**config.mk**
```make
export PLATFORM = sky130hd
export DESIGN_NAME = blank_fmt
export DESIGN_NICKNAME = d
export VERILOG_FILES = /design/src/rtl/blank_fmt.sv
export SDC_FILE = /design/constraint.sdc
export NUM_CORES = 1
export LEC_CHECK = 0
export CORE_ASPECT_RATIO = 0.75
export CORE_UTILIZATION = 40
export CTS_CLUSTER_DIAMETER = 100
export DETAILED_ROUTE_END_ITERATION = 8
export PLACE_DENSITY = 0.87
export SYNTH_ARGS = -nofsm -noshare
export SYNTH_HDL_FRONTEND = slang
export SYNTH_SLANG_ARGS = --single-unit
```
**constraint.sdc**
```tcl
create_clock -name clk -period 1.5 [get_ports clk]
set_input_delay 0.3 -clock clk [delete_from_list [all_inputs] [get_ports clk]]
set_output_delay 0.3 -clock clk [all_outputs]
set_load 0.01 [all_outputs]
```
**src/rtl/blank_fmt.sv**
```systemverilog
module blank_fmt #(
  parameter int DATA_W       = 32,
  parameter int NARROW_W     = 24,
  parameter int CNT_W        = 3,
  parameter int MIN_HI       = 2,
  parameter int MIN_LO       = 2,
  parameter int MIN_LO_SPLIT = 4,
  parameter logic [DATA_W-1:0] CTL_MASK = DATA_W'(32'h0F00_0303)
) (
  input  logic              clk,
  input  logic              rst_n,
  input  logic              de_sel,
  input  logic              de_ext,
  input  logic              mode24,
  input  logic              split_mode,
  input  logic [DATA_W-1:0] in_data,
  input  logic              in_hs,
  input  logic              in_vs,
  input  logic              in_de,
  output logic [DATA_W-1:0] out_data,
  output logic              out_hs,
  output logic              out_vs,
  output logic              out_de,
  output logic              de_short,
  input  logic [DATA_W-1:0] rx_data,
  input  logic              rx_hs,
  input  logic              rx_vs,
  input  logic              rx_de,
  output logic [DATA_W-1:0] rx_out_data,
  output logic              rx_out_hs,
  output logic              rx_out_vs,
  output logic              rx_out_de
);
  localparam logic [DATA_W-1:0] NARROW_MASK = DATA_W'((64'd1 << NARROW_W) - 64'd1);
  localparam logic [CNT_W-1:0]  HI_MIN      = CNT_W'(MIN_HI);
  localparam logic [CNT_W-1:0]  LO_MIN      = CNT_W'(MIN_LO);
  localparam logic [CNT_W-1:0]  LO_MIN_SPL  = CNT_W'(MIN_LO_SPLIT);

  logic              s1_de, s1_hs, s1_vs;
  logic [DATA_W-1:0] s1_data;
  logic              prev_de, hold_hs, hold_vs;
  logic [CNT_W-1:0]  run_cnt;
  logic              rx_hold_hs, rx_hold_vs;

  wire              de_now   = de_sel ? in_de : de_ext;
  wire [DATA_W-1:0] wmask    = mode24 ? NARROW_MASK : '1;
  wire              toggled  = s1_de != prev_de;
  wire              edge_pix = !s1_de && (prev_de || de_now);
  wire [CNT_W-1:0]  lo_min   = split_mode ? LO_MIN_SPL : LO_MIN;
  wire              too_short = toggled && (prev_de ? (run_cnt < HI_MIN) : (run_cnt < lo_min));

  wire [DATA_W-1:0] blank_data = edge_pix ? '0 : (s1_data & CTL_MASK & wmask);
  wire [DATA_W-1:0] next_data  = s1_de ? (s1_data & wmask) : blank_data;

  always_ff @(posedge clk or negedge rst_n) begin
    if (!rst_n) begin
      s1_de   <= 1'b0;
      s1_hs   <= 1'b0;
      s1_vs   <= 1'b0;
      s1_data <= '0;
    end else begin
      s1_de   <= de_now;
      s1_hs   <= in_hs;
      s1_vs   <= in_vs;
      s1_data <= in_data;
    end
  end

  always_ff @(posedge clk or negedge rst_n) begin
    if (!rst_n) begin
      prev_de <= 1'b0;
      run_cnt <= '1;
      hold_hs <= 1'b0;
      hold_vs <= 1'b0;
    end else begin
      prev_de <= s1_de;
      if (toggled)          run_cnt <= CNT_W'(1);
      else if (run_cnt != '1) run_cnt <= run_cnt + CNT_W'(1);
      if (!s1_de) begin
        hold_hs <= s1_hs;
        hold_vs <= s1_vs;
      end
    end
  end

  always_ff @(posedge clk or negedge rst_n) begin
    if (!rst_n) begin
      out_data <= '0;
      out_hs   <= 1'b0;
      out_vs   <= 1'b0;
      out_de   <= 1'b0;
      de_short <= 1'b0;
    end else begin
      out_data <= next_data;
      out_hs   <= s1_de ? hold_hs : s1_hs;
      out_vs   <= s1_de ? hold_vs : s1_vs;
      out_de   <= s1_de;
      de_short <= too_short;
    end
  end

  always_ff @(posedge clk or negedge rst_n) begin
    if (!rst_n) begin
      rx_out_data <= '0;
      rx_out_de   <= 1'b0;
      rx_out_hs   <= 1'b0;
      rx_out_vs   <= 1'b0;
      rx_hold_hs  <= 1'b0;
      rx_hold_vs  <= 1'b0;
    end else begin
      rx_out_data <= rx_data;
      rx_out_de   <= rx_de;
      rx_out_hs   <= rx_de ? rx_hold_hs : rx_hs;
      rx_out_vs   <= rx_de ? rx_hold_vs : rx_vs;
      if (!rx_de) begin
        rx_hold_hs <= rx_hs;
        rx_hold_vs <= rx_vs;
      end
    end
  end
endmodule

```
==> flow_summary.json <==
{
  "status": "finished clean",
  "tritoncts": "yes",
  "grt_use_met1_pct": 19.31,
  "core-area_sq_um": 7567,
  "cts_made_buffers": 9,
  "ys_async_sr_fraction_pct": 100.0,
  "grt_first_pass_wirelength_mm": 10.43,
  "crit_arrival_ps": 1040,
  "chipHeight_um": 79.86,
  "finalWirelength_mm": 6.498,
  "vias": 1947,
  "num_antenna_cells": 0,
  "synth-xor-area-share_pct": 0.5418,
  "clock_latency_ps": 360,
  "antenna_left": 0,
  "gp_congestion": 0.7368,
  "viasPerCell": 4.395,
  "end_kind": "output pin",
  "wl_per_cell_um": 14.67,
  "synth_commonest_cells": "dfrtp_1, and2_1, mux2_2",
  "yosysMostFrequentCell": "dfrtp_1",
  "synth-main-ff-cell": "dfrtp_1",
  "synth.avg_cell_area_sq_um": 18.16,
  "rsz0062_at_grt": "no",
  "drive_above_1_share_pct": 9.942,
  "area_growth_pct": 53.72,
  "numPortBuffers": 146,
  "ys_seq_area_share_pct": 84.48,
  "crit_path_cell_trace": "dlygate4sd2_1",
  "powerDensity_nw_per_um2": 1134,
  "synth.top_cell.area_share_pct": 82.04,
  "dieArea_sq_um": 8450,
  "ctsHtreeMaxLevel": 3,
  "ys_ff_latch": 109,
  "hp-class": "primary input to register",
  "maxSlewHeadroom_pct": 70.48,
  "synthCells": 178,
  "busiest_layer": "met2",
  "dr.pass1.iters": 5,
  "clock.fmax_mhz": 743.7,
  "met2_usage_pct": 28.76,
  "cts_sinks": 109,
  "setup_viol": 0,
  "timing_hold_violations_final": 0,
  "syn-cell-area_sq_um": 3233,
  "fin_nets": 416,
  "synth_nets": 257,
  "period_needed_ps": 1345,
  "dpl.hpwl_mm": 5.036,
  "yosysWarnings": 0,
  "initial_core_util_pct": 42.72,
  "grt_pass1_vias": 2033,
  "synth_fa_ha_area_share_pct": 1.161,
  "clockBufferDepth": 2,
  "worstPathRequired_ps": 1200,
  "antenna_found_initial": 0,
  "cp-start-kind": "register",
  "crit_type": "register to output pin",
  "n_fill_cell": 552,
  "clockRootBuffer": "clkbuf_8",
  "synth_mux_area_share_pct": 2.361,
  "core.rowCount": 27,
  "synth_top_family_by_area": "simple AND/OR/NAND/NOR gates",
  "tns_ps": 0,
  "synth_area_leaders": "dfrtp_1, and2_1, dfstp_2",
  "slowest_delay_ps": 400,
  "grt_overflow": 0,
  "critPathSlowestCell": "dfrtp_1",
  "peakVddDrop_mv": 0.6363,
  "postCtsSetupBuffers": 0,
  "synth-edff-count": 0,
  "path_max_fanout": 1,
  "synth-simple-area-share_pct": 8.437,
  "dieWidth_um": 105.8,
  "final_util_pct": 65.67,
  "fin_skew_ps": 7.772,
  "synth_top_cell_by_area": "dfrtp_1",
  "tightest_slew_ps": 442.8,
  "grtUsageTotal_pct": 17.16,
  "drv_cap": 0,
  "power.leakage_nw": 2.363,
  "drv_slew": 0,
  "synth.distinct_cells": 23,
  "grt_max_degree": 48,
  "path_clk_slew_ps": 100,
  "io_pins": 147,
  "fin_crit_sh_pct": 89.65,
  "drc": 0,
  "synth_compound_area_share_pct": 2.090,
  "path_buf_inv": 1,
  "crit_family": "flip-flops",
  "drt-initial-drc-count": 23,
  "globalRouteMet3Util_pct": 8.082
}
[area by class of cell]
class / instances / area (sq um) / area share (%)
Clock buffer: 11 / 151.4 / 3.046
Multi-Input combinational cell: 64 / 471.7 / 9.491
Inverter: 1 / 3.754 / 0.07553
Clock inverter: 5 / 42.54 / 0.8560
Timing Repair Buffer: 152 / 1443 / 29.03
Tap cell: 101 / 126.4 / 2.543
Sequential cell: 109 / 2731 / 54.96
[sequential cells by signal, summed over array words and instances, names as in the netlist]
name	cells
de_short	1
out_data	32
out_de	1
out_hs	1
out_vs	1
run_cnt	3
rx_hold_hs	1
rx_hold_vs	1
rx_out_data	32
rx_out_de	1
s1_data	32
s1_de	1
s1_hs	1
s1_vs	1
[repair_timing]
item	CTS	global route
endpoints found under the hold margin	25	0
hold buffers	1	0
resized for setup	71	0
endpoints found under the setup margin	71	0
[stage by stage]
stage	setup slack, ps	cell area, sq um	total power [mW]	hold slack (ps)	instances
after floorplan	315.5	3233	3.556	4.409	178
after detailed placement	43.60	4855	4.153	237.9	426
after global placement	98.38	4855	4.104	238.8	426
final	155.3	4970	5.637	363.3	443
after global routing	99.63	4970	5.913	333.8	443
after CTS	119.9	4970	5.726	342.6	443
[cell usage in the layout, fill, tap and decap left out, drive strengths merged]
cell type      instances
and2b                  1
dfstp                  3
or3b                   4
nand2                  4
ha                     3
mux2                   5
buf                    6
clkbuf                11
nand2b                 5
dfrtp                106
nor3b                  1
and2                  24
clkinv                 3
mux2i                  2
a21o                   1
inv                    3
o2bb2ai                4
nor2                   2
clkdlybuf4s50         74
dlygate4sd3            1
o21ai                  5
nor4b                  1
dlygate4sd2           71
xor2                   2
[final timing paths]
| path | from | endpoint | slack (ps) | cells after the start |
|---|---|---|---|---|
| hold / removal | in_data[17] | s1_data[17]$_DFF_PN0_ | 360 | 1 |
| hold reg to reg | s1_data[29]$_DFF_PN0_ | out_data[29]$_DFF_PN0_ | 460 | 1 |
| setup / recovery | out_data[27]$_DFF_PN0_ | out_data[27] | 160 | 1 |
| min in group asynchronous | rst_n | out_data[23]$_DFF_PN0_ | 390 | 2 |
| setup reg to reg | run_cnt[1]$_DFFE_PN1P_ | run_cnt[2]$_DFFE_PN1P_ | 210 | 4 |
| max in group asynchronous | rst_n | run_cnt[1]$_DFFE_PN1P_ | 510 | 3 |
[power by group]
part           total (mW)  internal (mW)  leakage [nW]  switching (mW)
sequential           3.25           3.16          1.31          0.0917
clock                1.65          0.715         0.102           0.937
combinational       0.730          0.423         0.952           0.307
total                5.64           4.30          2.36            1.34
[layer usage]
layer,vias to the layer above,wire length (um)
li1,884,-
met1,945,2573
met2,110,3167
met3,8,689
met4,0,68
met5,-,0
[cell families (layout without fill, tap and decap cells)]
logic type                 Yosys count  after routing
and+or+nand+nor                     42             42
adders and majority gates            3              3
muxes                                7              7
DFF                                109            109
xor gates and xnor gates             2              2
AOI/OAI and AO/OA                   10             10
buffers and inverters                5            169
[worst reg2reg max path, stage by stage (launching register included)]
cell and delay, ps:
dfstp_2 560, ha_1 170, ha_1 230, mux2i_1 210
nor2_1 60
Note: power is estimated with default switching activity, not from simulation.
